==> config.mk <==
export PLATFORM = sky130hd
export DESIGN_NAME = i2c_stat_irq
export DESIGN_NICKNAME = d
export VERILOG_FILES = /design/src/rtl/i2c_stat_pkg.sv /design/src/rtl/i2c_stat_phase.sv /design/src/rtl/i2c_flag_cell.sv /design/src/rtl/i2c_stat_flags.sv /design/src/rtl/i2c_irq_mask.sv /design/src/rtl/i2c_stat_irq.sv
export SDC_FILE = /design/constraint.sdc
export NUM_CORES = 1
export LEC_CHECK = 0
export ABC_CLOCK_PERIOD_IN_PS = 2100
export BUFFER_PORTS_ARGS = -buffer_cell sky130_fd_sc_hd__buf_2
export CAP_MARGIN = 25
export CORE_UTILIZATION = 35
export CTS_CLUSTER_DIAMETER = 30
export DETAILED_ROUTE_END_ITERATION = 10
export SKIP_CTS_REPAIR_TIMING = 1
export SLEW_MARGIN = 5
export SYNTH_ARGS = -nofsm -noshare
export SYNTH_HDL_FRONTEND = slang
export SYNTH_SLANG_ARGS = --single-unit
==> constraint.sdc <==
create_clock -name clk -period 2.1 [get_ports clk]
set_input_delay 0 -clock clk [delete_from_list [all_inputs] [get_ports clk]]
set_output_delay 0 -clock clk [all_outputs]
set_load 0.02 [all_outputs]
==> src/rtl/i2c_stat_pkg.sv <==
package i2c_stat_pkg;
    localparam int STAT_W = 10;

    localparam int B_TXC = 0;
    localparam int B_RXR = 1;
    localparam int B_TXR = 2;
    localparam int B_SVR = 3;
    localparam int B_SVA = 4;
    localparam int B_GCA = 5;
    localparam int B_OVR = 6;
    localparam int B_UNR = 7;
    localparam int B_NAK = 8;
    localparam int B_ARB = 9;

    typedef enum logic [1:0] {
        PH_OFF  = 2'd0,
        PH_IDLE = 2'd1,
        PH_BUSY = 2'd2
    } phase_t;
endpackage

==> src/rtl/i2c_stat_phase.sv <==
module i2c_stat_phase
    import i2c_stat_pkg::*;
(
    input  logic clk,
    input  logic rst_n,
    input  logic enable,
    input  logic frame_start,
    input  logic finish,
    output logic txcomp
);
    phase_t state_q;
    phase_t state_d;

    always_ff @(posedge clk or negedge rst_n) begin
        if (!rst_n) state_q <= PH_OFF;
        else        state_q <= state_d;
    end

    always_comb begin
        state_d = state_q;
        unique case (state_q)
            PH_OFF: begin
                if (enable || finish) state_d = PH_IDLE;
            end
            PH_IDLE: begin
                if (!(enable || finish) && frame_start) state_d = PH_BUSY;
            end
            PH_BUSY: begin
                if (enable || finish) state_d = PH_IDLE;
            end
            default: state_d = PH_OFF;
        endcase
    end

    always_comb begin
        txcomp = (state_q == PH_IDLE);
    end
endmodule

==> src/rtl/i2c_flag_cell.sv <==
module i2c_flag_cell (
    input  logic clk,
    input  logic rst_n,
    input  logic set,
    input  logic clr,
    output logic q
);
    always_ff @(posedge clk or negedge rst_n) begin
        if (!rst_n)   q <= 1'b0;
        else if (set) q <= 1'b1;
        else if (clr) q <= 1'b0;
    end
endmodule

==> src/rtl/i2c_stat_flags.sv <==
module i2c_stat_flags
    import i2c_stat_pkg::*;
#(
    parameter int WIDTH = STAT_W
) (
    input  logic             clk,
    input  logic             rst_n,
    input  logic             txcomp,
    input  logic             ev_rx_byte,
    input  logic             ev_tx_shift,
    input  logic             ev_nack,
    input  logic             ev_arb_lost,
    input  logic             ev_underrun,
    input  logic             ev_slv_match,
    input  logic             ev_slv_dir,
    input  logic             ev_gc_match,
    input  logic             bus_stat_rd,
    input  logic             bus_rhr_rd,
    input  logic             bus_thr_wr,
    input  logic             bus_enable,
    output logic [WIDTH-1:1] flag_q
);
    logic [WIDTH-1:1] set_v;
    logic [WIDTH-1:1] clr_v;
    logic             sticky_clr;

    always_comb begin
        sticky_clr = bus_stat_rd & txcomp;
        set_v = '0;
        clr_v = '0;
        set_v[B_RXR] = ev_rx_byte;
        clr_v[B_RXR] = bus_rhr_rd;
        set_v[B_TXR] = ev_tx_shift | ev_nack | bus_enable;
        clr_v[B_TXR] = bus_thr_wr;
        set_v[B_SVR] = ev_slv_match & ev_slv_dir;
        clr_v[B_SVR] = ev_slv_match & ~ev_slv_dir;
        set_v[B_SVA] = ev_slv_match;
        clr_v[B_SVA] = sticky_clr;
        set_v[B_GCA] = ev_gc_match;
        clr_v[B_GCA] = sticky_clr;
        set_v[B_OVR] = ev_rx_byte & flag_q[B_RXR] & ~bus_rhr_rd;
        clr_v[B_OVR] = sticky_clr;
        set_v[B_UNR] = ev_underrun;
        clr_v[B_UNR] = sticky_clr;
        set_v[B_NAK] = ev_nack;
        clr_v[B_NAK] = bus_stat_rd;
        set_v[B_ARB] = ev_arb_lost;
        clr_v[B_ARB] = bus_stat_rd;
    end

    for (genvar i = 1; i < WIDTH; i++) begin : g_cell
        i2c_flag_cell u_cell (
            .clk   (clk),
            .rst_n (rst_n),
            .set   (set_v[i]),
            .clr   (clr_v[i]),
            .q     (flag_q[i])
        );
    end
endmodule

==> src/rtl/i2c_irq_mask.sv <==
module i2c_irq_mask #(
    parameter int WIDTH = 10
) (
    input  logic             clk,
    input  logic             rst_n,
    input  logic             ien_wr,
    input  logic             idis_wr,
    input  logic [WIDTH-1:0] wdata,
    input  logic [WIDTH-1:0] status,
    output logic             irq
);
    logic [WIDTH-1:0] mask_q;
    logic [WIDTH-1:0] mask_d;

    always_comb begin
        mask_d = mask_q;
        if (idis_wr) mask_d = mask_d & ~wdata;
        if (ien_wr)  mask_d = mask_d | wdata;
    end

    always_ff @(posedge clk or negedge rst_n) begin
        if (!rst_n) mask_q <= '0;
        else        mask_q <= mask_d;
    end

    always_comb begin
        irq = |(status & mask_q);
    end
endmodule

==> src/rtl/i2c_stat_irq.sv <==
module i2c_stat_irq
    import i2c_stat_pkg::*;
#(
    parameter int WIDTH = STAT_W
) (
    input  logic             clk,
    input  logic             rst_n,
    input  logic             ev_rx_byte,
    input  logic             ev_tx_shift,
    input  logic             ev_frame_start,
    input  logic             ev_stop_done,
    input  logic             ev_nack,
    input  logic             ev_arb_lost,
    input  logic             ev_underrun,
    input  logic             ev_slv_match,
    input  logic             ev_slv_dir,
    input  logic             ev_gc_match,
    input  logic             bus_stat_rd,
    input  logic             bus_rhr_rd,
    input  logic             bus_thr_wr,
    input  logic             bus_enable,
    input  logic             bus_ien_wr,
    input  logic             bus_idis_wr,
    input  logic [WIDTH-1:0] bus_wdata,
    output logic [WIDTH-1:0] status,
    output logic             irq
);
    logic             txcomp;
    logic             finish;
    logic [WIDTH-1:1] flag_q;

    assign finish = ev_stop_done | ev_nack | ev_arb_lost;

    i2c_stat_phase u_phase (
        .clk         (clk),
        .rst_n       (rst_n),
        .enable      (bus_enable),
        .frame_start (ev_frame_start),
        .finish      (finish),
        .txcomp      (txcomp)
    );

    i2c_stat_flags #(.WIDTH(WIDTH)) u_flags (
        .clk          (clk),
        .rst_n        (rst_n),
        .txcomp       (txcomp),
        .ev_rx_byte   (ev_rx_byte),
        .ev_tx_shift  (ev_tx_shift),
        .ev_nack      (ev_nack),
        .ev_arb_lost  (ev_arb_lost),
        .ev_underrun  (ev_underrun),
        .ev_slv_match (ev_slv_match),
        .ev_slv_dir   (ev_slv_dir),
        .ev_gc_match  (ev_gc_match),
        .bus_stat_rd  (bus_stat_rd),
        .bus_rhr_rd   (bus_rhr_rd),
        .bus_thr_wr   (bus_thr_wr),
        .bus_enable   (bus_enable),
        .flag_q       (flag_q)
    );

    always_comb begin
        status         = {flag_q, txcomp};
        status[B_SVR]  = flag_q[B_SVR] & flag_q[B_SVA];
    end

    i2c_irq_mask #(.WIDTH(WIDTH)) u_mask (
        .clk     (clk),
        .rst_n   (rst_n),
        .ien_wr  (bus_ien_wr),
        .idis_wr (bus_idis_wr),
        .wdata   (bus_wdata),
        .status  (status),
        .irq     (irq)
    );
endmodule

**Word-level counts from Yosys, hierarchy flattened**

Cells that the tools add are included.

- Flip-flop bits (word level): 21
- Latch bits: 0
- Bits in writable memories: 0
- Memory bits (read-only): 0
- Input bits: 28
- Output and inout port bits: 11
- Word-level logic and storage cells: 66
- Memories kept: 0

- $add $sub $neg: 0
- $mul: 0
- Div/mod/pow operators: 0
- Order comparisons: 0
- Equal/unequal tests: 4
- Shift-type cells: 0
- Mux-type cells: 19
- Bitwise gates (word level): 16
- Reduce and logical (&&, ||, !) cells: 16

Operators by type and width:

| kind | count |
|---|---|
| 10-bit AND | 2 |
| 10-bit two-way mux | 2 |
| 2-bit nonzero test | 9 |
| 1-bit two-way mux | 14 |
| 10-bit NOT | 1 |
| 10-bit bitwise OR | 1 |
| 10-bit OR reduction | 1 |
| 1-bit AND | 6 |
| 2-bit two-way mux | 2 |
| 1-bit bitwise OR | 4 |
| 2-bit case mux with 2 select lines | 1 |
| 2-bit by 1-bit == test with 1-bit output (second input constant) | 1 |
| 2-bit == test (second input constant) | 1 |
| 2-bit logical NOT | 1 |
| 2-bit by 1-bit inequality test with 1-bit output (second input constant) | 1 |
| 2-bit inequality test (second input constant) | 1 |
| 1-bit NOT | 2 |
| 2-bit AND reduction | 1 |
| 2-bit OR reduction | 1 |
| 1-bit logical AND | 1 |
| 1-bit logical NOT | 1 |
| 1-bit logical OR | 1 |

**Logic depth before layout (Yosys ltp)**

Gate-level depths: netlist of run 1.

- Depth after elaboration: 7
- Gate-level depth with buffers: 3

**Cells and area by module**

From an unflattened synthesis of run 1, not the netlist that was laid out.

- Cells, all modules: 82
- Area, all modules: 913.4 um^2

By module, submodules not included:

| module | times used | cells each | area each (um^2) |
|---|---|---|---|
| i2c_irq_mask | 1 | 38 | 437.9 |
| i2c_flag_cell | 9 | 3 | 36.3 |
| i2c_stat_phase | 1 | 9 | 95.1 |
| i2c_stat_flags | 1 | 5 | 33.8 |
| i2c_stat_irq | 1 | 3 | 20.0 |

**Least setup slack after synthesis of run 1**

Ideal clock, no wire load.

- Path kind: register to output
- Start: register u_flags.g_cell[4].u_cell.q
- End: output port irq
- Data arrival time: 1.052 ns
- Required time: 2.100 ns
- Setup slack: 1.048 ns
- Cell stages (with the launch flop): 4
- Path buffers: 0
- Cells stage by stage: dfrtp_1 > a22o_2 > a221oi_1 > nand3_1

- Word-level cells in the longest chain between the ends: 3

Ends and longest elaborated chain:

| what | line | text |
|---|---|---|
| start, declared | i2c_flag_cell.sv:6 | `output logic q` |
| start signal, assigned | i2c_flag_cell.sv:9 | `if (!rst_n) q <= 1'b0;` |
| start signal, assigned | i2c_flag_cell.sv:10 | `else if (set) q <= 1'b1;` |
| start signal, assigned | i2c_flag_cell.sv:11 | `else if (clr) q <= 1'b0;` |
| 1-bit AND | i2c_stat_irq.sv:64 | `status[B_SVR] = flag_q[B_SVR] & flag_q[B_SVA];` |
| 10-bit AND (*) | i2c_irq_mask.sv:27 | `irq = \|(status & mask_q);` |
| 10-bit OR reduction (*) | i2c_irq_mask.sv:27 |  |
| end, declared | i2c_stat_irq.sv:26 | `output logic irq` |

Every way passes the cells marked *; elsewhere a longest branch is shown, timed or not.

**Final worst setup path of run 1**

- Start: input port ev_nack
- End: register u_phase.state_q[0]

- Word-level cells in the longest chain between the ends: 7
- Elaborated cells on any way between the ends: 8

Ends and longest elaborated chain:

| what | line | text |
|---|---|---|
| start, declared | i2c_stat_irq.sv:12 | `input logic ev_nack,` |
| 1-bit bitwise OR (*) (2 in a row) | i2c_stat_irq.sv:32 | `assign finish = ev_stop_done \| ev_nack \| ev_arb_lost;` |
| 1-bit logical OR (*) | i2c_stat_phase.sv:23, i2c_stat_phase.sv:26, i2c_stat_phase.sv:29 |  |
| 1-bit logical NOT | i2c_stat_phase.sv:26 | `if (!(enable \|\| finish) && frame_start) state_d = PH_BUSY;` |
| 1-bit logical AND | i2c_stat_phase.sv:26 |  |
| 2-bit inequality test (no line) | -- |  |
| 2-bit AND reduction (no line) (*) | -- |  |
| end signal, assigned | i2c_stat_phase.sv:16 | `else state_q <= state_d;` |
| end, declared | i2c_stat_phase.sv:11 | `phase_t state_q;` |

Marked as above.
A chain may end at the register's enable or synchronous reset.

==> results of run 1 <==
-- final timing paths --
kind | start | to | cells past startpoint
worst min-delay path | bus_stat_rd | u_flags.g_cell[8].u_cell.q | 3
min in group asynchronous | rst_n | async pin | 2
worst max-delay path | ev_nack | u_phase.state_q[0] | 5
max in group asynchronous | rst_n | u_flags.g_cell[5].u_cell.q | 2
worst max register to register | u_phase.state_q[0] | u_phase.state_q[0] | 3
worst min register to register | u_flags.g_cell[3].u_cell.q | u_flags.g_cell[3].u_cell.q | 1
-- tightest hold or removal path, delay by kind of cell --
kind                   cells  cell delay, ps
AOI/OAI and AO/OA          1             100
buffers and inverters      2             170
-- synth_stat cells --
library cell,instances
nand3_1,1
or2b_1,1
a221oi_1,2
dfrtp_1,21
a21o_2,1
and2_2,1
a22oi_1,2
a32o_1,1
inv_1,3
a21o_1,5
mux2_2,1
and2b_2,1
and3_1,1
a22o_1,11
nand2_1,11
buf_2,2
buf_4,9
nor4_1,1
a22o_2,1
o21ai_0,1
nor3_1,1
xor2_1,1
-- cells by family after synthesis --
group,after synthesis,synth area share (%)
compound gates,24,21.71
xor+xnor,1,0.9500
buf+inv,14,9.633
flops,21,56.99
mux,1,1.221
simple gates,18,9.499
-- area by class of cell --
| class | instances | area (sq um) |
|---|---|---|
| clock buffer | 4 | 26.28 |
| fill | 228 | 1139 |
| inverter | 3 | 11.26 |
| multi-input combinational | 44 | 307.8 |
| sequential | 21 | 525.5 |
| tap | 30 | 37.54 |
| timing repair buffer | 62 | 430.4 |
-- metal layers --
metal	track usage (%)	up-vias	share of wire [%]
met5	0	-	0
met2	23.33	31	49
met4	2.632	0	0.39
li1	-	390	-
met3	6.034	2	6.1
met1	18.62	376	44
-- layout by cell type, fill, tap and decap left out, types with 2 or more instances in the layout --
cell / netlist / layout
a22o_1: 11 / 11
a221oi_1: 2 / 2
dlygate4sd3_1: 0 / 24
dfrtp_1: 21 / 21
clkbuf_4: 0 / 3
nand2_1: 11 / 11
a22oi_1: 2 / 2
inv_1: 3 / 3
a21o_1: 5 / 5
buf_2: 2 / 38
-- through the flow --
stage	cells	total power [mW]	utilization, %	hold WS (ps)
6_report	164	0.8233	54.04	-8.731
5_1_grt	164	0.8724	54.04	-7.516
4_1_cts	140	0.8079	44.34	-364.4
3_5_place_dp	136	0.6103	43.28	-17.77
3_3_place_gp	136	0.6069	43.28	-27.65
2_1_floorplan	79	0.5607	-	-295.6
-- power by group through the flow --
| stage | Clock [mW] | Sequential [mW] | Combinational (mW) |
|---|---|---|---|
| after floorplan | 0 | 0.465 | 0.0957 |
| after global placement | 0 | 0.473 | 0.133 |
| after detailed placement | 0 | 0.473 | 0.137 |
| after CTS | 0.204 | 0.465 | 0.139 |
| after global routing | 0.217 | 0.470 | 0.185 |
| final | 0.189 | 0.465 | 0.170 |
==> results.txt, run 1 <==
----------------------------------------------------
[Status]
  Outcome ... finished, violations left
  Violations in the final reports ... negative hold slack

[Placement]
  Instance area after placement ... 1072 sq um
  Final HPWL from detailed placement ... 1457 um
  Pre-CTS setup slack ... 919.1 ps
  Routability congestion estimate from global placement ... 0.6722
  I/O Buffers ... 38

[Setup path]
  WP buf/inv ... 3
  Worst setup SP type ... input pin
  Slowest cell on the critical path ... dlygate4sd3_1
  Setup slack of the worst register-to-register path ... 680 ps
  Crit-path cells ... dlygate4sd3_1, buf_2, nor4_1, a22oi_1, dlygate4sd3_1
  Crit-path max FO ... 3
  Delay of the slowest cell on the worst path ... 570 ps
  Data arrival at the endpoint of the critical path ... 1730 ps
  Top Family by Delay on Critical Path ... buffers and inverters
  Setup CP Type ... input pin to flop
  Worst setup EP type ... flop
  Required time reported for the critical path endpoint ... 2300 ps
  Cell type with the highest occurrence count on the critical path ... dlygate4sd3_1

[STA]
  Final clock skew ... 0.9257 ps
  Final number of hold-violating endpoints ... 2
  Worst Max-Slew Pin Slew ... 461.4 ps
  Setup slack after layout ... 564.2 ps
  Worst Hold Margin ... -8.731 ps
  Setup repair after global routing missed its margin ... no
  Remaining max-slew budget at the tightest pin ... 69.24%
  Setup TNS ... 0 ps
  Time the worst path needs with I/O delays and setup ... 1536 ps
  Final count of pins violating max slew ... 0
  Final worst-path cycle share ... 73.13%
  Timing-limited maximum frequency ... 0.6511 GHz
  Setup Viol. Count Final ... 0

[CTS]
  Buffer cell driving the clock tree root ... clkbuf_4
  Clock transition at the registers of the reported paths ... 110 ps
  TritonCTS sink count ... 21
  Depth of the CTS H-tree ... 1
  Clk_lat worst skew ... 300 ps
  Maximum clock insertion buffer count ... 2
  Number of buffers added by the clock tree synthesis step ... 3
  Clock tree from TritonCTS ... done

[Power and ir drop]
  Proportion of power drawn by combinational gates ... 20.6%
  Largest voltage drop on the vdd net ... 0.3733 mV
  Clock Power Share ... 22.9%
  Sequential share of power ... 56.5%
  Standby leakage power ... 0.6554 nW
  Net switching power figure ... 0.2137 mW
  Internal Power ... 0.6096 mW
  PD cells ... 615.0 nW/um^2
  Net switching fraction of the power ... 25.96%

[Die]
  Die extent in x ... 53.33 um
  Height of the chip ... 53.33 um
  Number of core rows ... 18
  Core box area ... 2477 sq um
  Die Outline Area ... 2844 sq um
  Boundary pin count ... 39
  Initial standard-cell utilization of the core ... 37.22%

[Logic synthesis]
  Area leader, netlist ... dfrtp_1
  Syn Nets ... 107
  Mean area per synthesized cell ... 11.67 sq um
  Synthesis Warnings ... 0
  Count of distinct cell types in the synthesized netlist ... 22
  Sequential fraction of the synthesis area ... 56.99%
  Top post-synthesis cells by area ... dfrtp_1, a22o_1, buf_4
  Area share of the largest cell type after synthesis ... 56.99%
  Synthesized instance count ... 79
  #FFs+latches synth ... 21
  Area of the mapped netlist ... 922.1 sq um

[Flow run]
  # Max-Cap Violations ... 0

[Global routing]
  Remaining global-route overflow ... 0
  Pin count of the biggest net entering global routing ... 22
  Tot GR Track Use ... 14.68%
  Initial antenna violation count ... 0
  First-pass GRT wire length ... 2898 um
  Vias in the first global route ... 648

[Cells and area]
  Share of post-route cells with drive strength above 1 ... 34.33%
  Post-route standard cell area excluding fillers ... 1339 sq um
  Final-stage net count ... 163
  Relative area change from synthesis to final layout ... 45.18%
  Ant diodes ... 0

[Routing]
  Detail Route Antenna Nets ... 0
  Via density per instance ... 4.872
  Post-Route WL ... 2067 um
  Initial DRT Pass Iterations ... 3
  Drc violations ... 0
  Post-DR wirelength/cell ... 12.60 um
  Total via count in the routed design ... 799
  Count of routing violations after the opening detailed-route iteration ... 6

[Worst hold path]
  Hold Path Class ... input pin to flop

----------------------------------------------------
(Power assumes the default switching activity.)
==> run 2, diff against run 1 <==
--- a/config.mk
+++ b/config.mk
@@ -5,7 +5,7 @@
 export SDC_FILE = /design/constraint.sdc
 export NUM_CORES = 1
 export LEC_CHECK = 0
-export ABC_CLOCK_PERIOD_IN_PS = 2100
+export ABC_CLOCK_PERIOD_IN_PS = 1300
 export BUFFER_PORTS_ARGS = -buffer_cell sky130_fd_sc_hd__buf_2
 export CAP_MARGIN = 25
 export CORE_UTILIZATION = 35
==> constraint.sdc (replaced) <==
create_clock -name clk -period 1.3 [get_ports clk]
set_input_delay 0 -clock clk [delete_from_list [all_inputs] [get_ports clk]]
set_output_delay 0 -clock clk [all_outputs]
set_load 0.02 [all_outputs]
==> run 2 against run 1 <==
Against the previous run:
- the run ends with negative hold slack, negative setup slack left
- worst setup slack lost 700 ps
- routed wire length barely moved
- die area stayed put
- largest power group unchanged
- first-iteration DRC count grew 67%
- total power increased by 63%
- register-to-register slack worse by 630 ps
- clock power grew 62%
==> results.txt, run 2 (synthesis gave the netlist of run 1 again) <==
----------------------------------------------------
[Status]
  Outcome ... finished, violations left
  Violations in the final reports ... negative hold slack, negative setup slack

[Flow run]
  # Max-Cap Violations ... 0 (unchanged)

[CTS]
  Number of buffers added by the clock tree synthesis step ... 3 (unchanged)
  Clock tree from TritonCTS ... done
  Clock transition at the registers of the reported paths ... 110 ps (about the same)
  Depth of the CTS H-tree ... 1 (unchanged)
  Maximum clock insertion buffer count ... 2 (unchanged)
  Clk_lat worst skew ... 300 ps (about the same)
  TritonCTS sink count ... 21 (unchanged)
  Buffer cell driving the clock tree root ... clkbuf_4

[STA]
  Time the worst path needs with I/O delays and setup ... 1435 ps
  Worst Max-Slew Pin Slew ... 461.9 ps (+0.4805 ps)
  Setup Viol. Count Final ... 1 (+1)
  Remaining max-slew budget at the tightest pin ... 69.21% (about the same)
  Final number of hold-violating endpoints ... 2 (unchanged)
  Setup repair after global routing missed its margin ... yes
  Worst Hold Margin ... -10.87 ps (-2.137 ps)
  Final worst-path cycle share ... 110.4%
  Final clock skew ... 1.490 ps (+0.5645 ps)
  Setup slack after layout ... -135.3 ps (-699.5 ps)
  Timing-limited maximum frequency ... 0.6967 GHz
  Final count of pins violating max slew ... 0 (unchanged)
  Setup TNS ... -135.3 ps (-135.3 ps)

[Global routing]
  Initial antenna violation count ... 0 (unchanged)
  Pin count of the biggest net entering global routing ... 22 (unchanged)
  First-pass GRT wire length ... 2898 um (unchanged)
  Tot GR Track Use ... 14.68% (unchanged)
  Remaining global-route overflow ... 0 (unchanged)
  Vias in the first global route ... 648 (unchanged)

[Die]
  Number of core rows ... 18 (unchanged)
  Die Outline Area ... 2844 sq um (unchanged)
  Die extent in x ... 53.33 um (unchanged)
  Boundary pin count ... 39 (unchanged)
  Initial standard-cell utilization of the core ... 37.22% (unchanged)
  Height of the chip ... 53.33 um (unchanged)
  Core box area ... 2477 sq um (unchanged)

[Setup path]
  Crit-path cells ... a22o_2, a221oi_2, nand3_1, buf_4
  Required time reported for the critical path endpoint ... 1300 ps (-1000 ps)
  Cells on worst reg2reg path ... 2 (-1)
  Instance count on the critical path ... 4 (-1)
  Slowest cell on the critical path ... dfrtp_1
  WP buf/inv ... 1 (-2)
  Data arrival at the endpoint of the critical path ... 1440 ps (-290 ps)
  Crit-path max FO ... 4 (+1)
  Worst setup SP type ... flop
  Top Family by Delay on Critical Path ... compound AO/OA/AOI/OAI gates
  Setup CP Type ... flop to output port
  Delay of the slowest cell on the worst path ... 420 ps (-150 ps)
  Worst setup EP type ... output port

[Power and ir drop]
  Standby leakage power ... 0.6631 nW (+1.2%)
  PD cells ... 995.0 nW/um^2 (+62%)
  Largest voltage drop on the vdd net ... 0.6113 mV (+64%)

[Worst hold path]
  Hold Path Class ... input pin to flop
  Instance count along the most critical hold path ... 3 (unchanged)

[Routing]
  Count of routing violations after the opening detailed-route iteration ... 10 (+4)
  Total via count in the routed design ... 793 (-0.75%)
  Via density per instance ... 4.835 (-0.75%)
  Initial DRT Pass Iterations ... 4 (+1)
  Post-DR wirelength/cell ... 12.62 um (about the same)
  Drc violations ... 0 (unchanged)
  Post-Route WL ... 2069 um (about the same)
  Detail Route Antenna Nets ... 0 (unchanged)

[Cells and area]
  Register area ... 525.5 sq um (unchanged)
  Leading cell type in the layout, fill and taps excluded ... buf_2
  Final-stage net count ... 163 (unchanged)
  Non-Filler Instances ... 164 (unchanged)
  Relative area change from synthesis to final layout ... 46.54%
  Share of post-route cells with drive strength above 1 ... 36.57% (+2.2 points)
  Area of the multi-input gates ... 320.3 sq um (+4.1%)
  Ant diodes ... 0 (unchanged)
  Fillers ... 229 (+0.44%)
  Commonest cells after routing, fill and taps aside ... buf_2, dlygate4sd3_1, dfrtp_1, a22o_1, nand2_1

[Placement]
  Final HPWL from detailed placement ... 1457 um (unchanged)
  Number of placed instances with taps included ... 136 (unchanged)
  Routability congestion estimate from global placement ... 0.6721 (about the same)
  I/O Buffers ... 38 (unchanged)

----------------------------------------------------
==> run 2: cell count changes in the layout (fill, tap and decap cells not counted) <==
cell	change
a221oi_1	-2
a221oi_2	+2
buf_4	+2
buf_2	-1
dlygate4sd3_1	-1
==> run 2: path summary, 6_finish.rpt <==
path / slack (ps) / from / endpoint
hold / removal: -10 / bus_stat_rd / u_flags.g_cell[8].u_cell.q
min in group asynchronous: 180 / rst_n / async pin
hold reg to reg: 510 / u_flags.g_cell[3].u_cell.q / u_flags.g_cell[3].u_cell.q
setup / recovery: -140 / u_flags.g_cell[4].u_cell.q / irq
max in group asynchronous: 810 / rst_n / async pin
setup reg to reg: 50 / u_flags.g_cell[1].u_cell.q / u_flags.g_cell[1].u_cell.q
==> run 2: report_power, final <==
group	switching (mW)	internal, mW
Sequential	0.0439	0.711
Combinational	0.123	0.160
Clock	0.187	0.120
==> run 2: stage by stage <==
step / utilization (%) / setup slack [ps] / cell area (sq um) / power, mW
floorplan: - / 248.5 / 922.1 / 0.9058
CTS: 44.34 / -244.4 / 1099 / 1.305
global placement: 43.28 / 167.5 / 1072 / 0.9804
finish: 54.55 / -135.3 / 1351 / 1.345
global route: 54.55 / -239.4 / 1351 / 1.422
detailed placement: 43.28 / 119.1 / 1072 / 0.9858
==> run 2: per-layer routing <==
layer  vias to the layer above  global-route usage (%)  share of wire, %
li1                        389                       -                 -
met1                       369                   18.62                43
met2                        33                   23.33                50
met3                         2                   6.034               6.4
met4                         0                   2.632              0.39
met5                         -                       0                 0
==> run 2: worst reg2reg max path, cell delays in order (launching register included) <==
cell and delay (ps):
dfrtp_1 440, a21o_1 170, dlygate4sd3_1 540
==> run 2: final cells by class <==
type | instances | share of cell area, %
Inverter | 3 | 0.8333
Timing Repair Buffer | 62 | 31.85
Sequential cell | 21 | 38.89
Clock buffer | 4 | 1.944
Multi-Input combinational cell | 44 | 23.70
Tap cell | 30 | 2.778
==> run 3, diff against run 2 <==
--- a/config.mk
+++ b/config.mk
@@ -5,7 +5,6 @@
 export SDC_FILE = /design/constraint.sdc
 export NUM_CORES = 1
 export LEC_CHECK = 0
-export ABC_CLOCK_PERIOD_IN_PS = 1300
 export BUFFER_PORTS_ARGS = -buffer_cell sky130_fd_sc_hd__buf_2
 export CAP_MARGIN = 25
 export CORE_UTILIZATION = 35
==> constraint.sdc (replaced) <==
create_clock -name clk -period 1.3 [get_ports clk]
set_input_delay 0.13 -clock clk [delete_from_list [all_inputs] [get_ports clk]]
set_output_delay 0.13 -clock clk [all_outputs]
set_load 0.02 [all_outputs]
==> run 3 against run 2 <==
Against the previous run:
- the flow finishes with violations (negative setup slack)
- hold slack improved by 22 ps
- combinational power decreased by 14%
- maximum frequency decreased by 7.0%
- largest cell class unchanged
==> results.txt, run 3 (synthesis gave the netlist of run 1 again) <==
----------------------------------------------------
[Status]
  Outcome ... finished, violations left
  Violations in the final reports ... negative setup slack

[Cells and area]
  Ant diodes ... 0 (unchanged)
  Final-stage net count ... 145 (-11%)
  Relative area change from synthesis to final layout ... 27.00%
  Final core utilization ... 47.27% (-7.3 points)
  Leading cell type in the layout, fill and taps excluded ... buf_2
  Share of post-route cells with drive strength above 1 ... 44.83% (+8.3 points)
  Commonest cells after routing, fill and taps aside ... buf_2, dfrtp_1, a22o_1, nand2_1, a21o_1

[STA]
  Setup slack after layout ... -243.6 ps (-108.3 ps)
  Worst Hold Margin ... 10.77 ps (+21.64 ps)
  Time the worst path needs with I/O delays and setup ... 1544 ps (+108.3 ps)
  Setup repair after global routing missed its margin ... yes
  Final number of hold-violating endpoints ... 0 (-2)
  Setup Viol. Count Final ... 1 (unchanged)
  Worst Max-Slew Pin Slew ... 456.4 ps (-5.427 ps)
  Final clock skew ... 1.210 ps (-0.2805 ps)
  Final worst-path cycle share ... 118.7% (+8.3 points)
  Timing-limited maximum frequency ... 0.6478 GHz (-7.0%)
  Remaining max-slew budget at the tightest pin ... 69.57% (+0.36 points)
  Final count of pins violating max slew ... 0 (unchanged)

[Power and ir drop]
  Final Power ... 1.297 mW (-3.5%)
  PD cells ... 1108 nW/um^2 (+11%)
  Clock Power Share ... 23.2% (+0.4 points)
  Internal Power ... 0.9507 mW (-4.0%)
  Net switching power figure ... 0.3467 mW (-2.0%)
  Standby leakage power ... 0.5970 nW (-10%)
  Largest voltage drop on the vdd net ... 0.5467 mV (-11%)
  Proportion of power drawn by combinational gates ... 18.7% (-2.3 points)
  Sequential share of power ... 58.1% (+2.0 points)
  Net switching fraction of the power ... 26.72% (+0.41 points)

[Die]
  Boundary pin count ... 39 (unchanged)
  Height of the chip ... 53.33 um (unchanged)
  Number of core rows ... 18 (unchanged)
  Core box area ... 2477 sq um (unchanged)
  Die Outline Area ... 2844 sq um (unchanged)
  Initial standard-cell utilization of the core ... 37.22% (unchanged)
  Die extent in x ... 53.33 um (unchanged)

[Global routing]
  Initial antenna violation count ... 0 (unchanged)
  Remaining global-route overflow ... 0 (unchanged)
  Pin count of the biggest net entering global routing ... 22 (unchanged)
  First-pass GRT wire length ... 3001 um (+3.6%)
  Tot GR Track Use ... 15.39% (+0.71 points)
  Vias in the first global route ... 702 (+8.3%)

[Worst hold path]
  Hold Path Class ... input pin to flop
  Instance count along the most critical hold path ... 2 (-1)
  Hold path start ... ev_rx_byte
  Worst Hold Endpoint ... u_flags.g_cell[1].u_cell.q

[Setup path]
  Start of the worst register-to-register path ... u_phase.state_q[1]
  Worst setup SP type ... flop
  Setup CP Type ... flop to output port
  Reg-to-reg endpoint ... u_flags.g_cell[6].u_cell.q
  Cells on worst reg2reg path ... 3 (+1)
  Data arrival at the endpoint of the critical path ... 1410 ps (-30 ps)
  Setup slack of the worst register-to-register path ... 200 ps (+150 ps)
  Crit-path max FO ... 3 (-1)
  Worst setup EP type ... output port
  Required time reported for the critical path endpoint ... 1170 ps (-130 ps)

[CTS]
  Clock transition at the registers of the reported paths ... 120 ps (about the same)
  Depth of the CTS H-tree ... 1 (unchanged)
  Number of buffers added by the clock tree synthesis step ... 3 (unchanged)
  Clock tree from TritonCTS ... done
  Clk_lat worst skew ... 300 ps (about the same)
  Buffer cell driving the clock tree root ... clkbuf_4
  TritonCTS sink count ... 21 (unchanged)
  Maximum clock insertion buffer count ... 2 (unchanged)

[Routing]
  Post-Route WL ... 1925 um (-7.0%)
  Detail Route Antenna Nets ... 0 (unchanged)
  Initial DRT Pass Iterations ... 5 (+1)
  Count of routing violations after the opening detailed-route iteration ... 10 (unchanged)
  Total via count in the routed design ... 733 (-7.6%)
  Via density per instance ... 5.021 (+3.8%)
  Post-DR wirelength/cell ... 13.18 um (+4.5%)
  Drc violations ... 0 (unchanged)

[Placement]
  Routability congestion estimate from global placement ... 0.6779 (+0.86%)
  Final HPWL from detailed placement ... 1486 um (+2.0%)
  I/O Buffers ... 38 (unchanged)

[Flow run]
  # Max-Cap Violations ... 0 (unchanged)

----------------------------------------------------
[run 3: metrics by stage]
stage               area (sq um)  setup TNS (ps)  std cells  setup WS [ps]
CTS                         1107          -373.8        141         -373.8
finish                      1171          -243.6        146         -243.6
global route                1171          -345.3        146         -344.6
floorplan                  922.1               0         79          118.5
detailed placement          1080          -12.19        137         -12.19
global placement            1080               0        137          19.37
[run 3: how the worst max path moves through the flow]
stage / startpoint / endpoint / slack [ps] / depth (start not counted)
after floorplan: u_flags.g_cell[4].u_cell.q / irq / 120 / 3
after global placement: u_flags.g_cell[4].u_cell.q / irq / 20 / 4
after detailed placement: u_flags.g_cell[4].u_cell.q / irq / -10 / 4
after CTS: u_flags.g_cell[4].u_cell.q / irq / -370 / 4
after global routing: u_flags.g_cell[4].u_cell.q / irq / -340 / 4
final: u_flags.g_cell[4].u_cell.q / irq / -240 / 4
[run 3: cell type report]
type / instances / area (sq um)
clock buffer: 3 / 22.52
clock inverter: 1 / 5.005
fill: 252 / 1306
inverter: 3 / 11.26
multi-input combinational: 44 / 320.3
sequential: 21 / 525.5
tap: 30 / 37.54
timing repair buffer: 44 / 249.0
[run 3: per-layer routing]
metal  vias to the layer above  wire length [um]  GRT usage (%)
met5                         -                 0              0
met4                         0                13          7.895
met3                         2               116          3.161
met2                        27               951          25.83
met1                       354               843          18.23
li1                        350                 -              -
[run 3: critical path: stages, from the launching register on]
cell      delay (ps)
dfrtp_1          420
a22o_2           240
a221oi_2         170
nand3_1          130
buf_6            150
[run 3: power by group through the flow]
stage          sequential [mW]  combinational (mW)  clock, mW
6_report                 0.754               0.242      0.301
3_3_place_gp             0.762               0.222          0
5_1_grt                  0.760               0.270      0.353
4_1_cts                  0.750               0.229      0.324
2_1_floorplan            0.751               0.155          0
3_5_place_dp             0.763               0.227          0
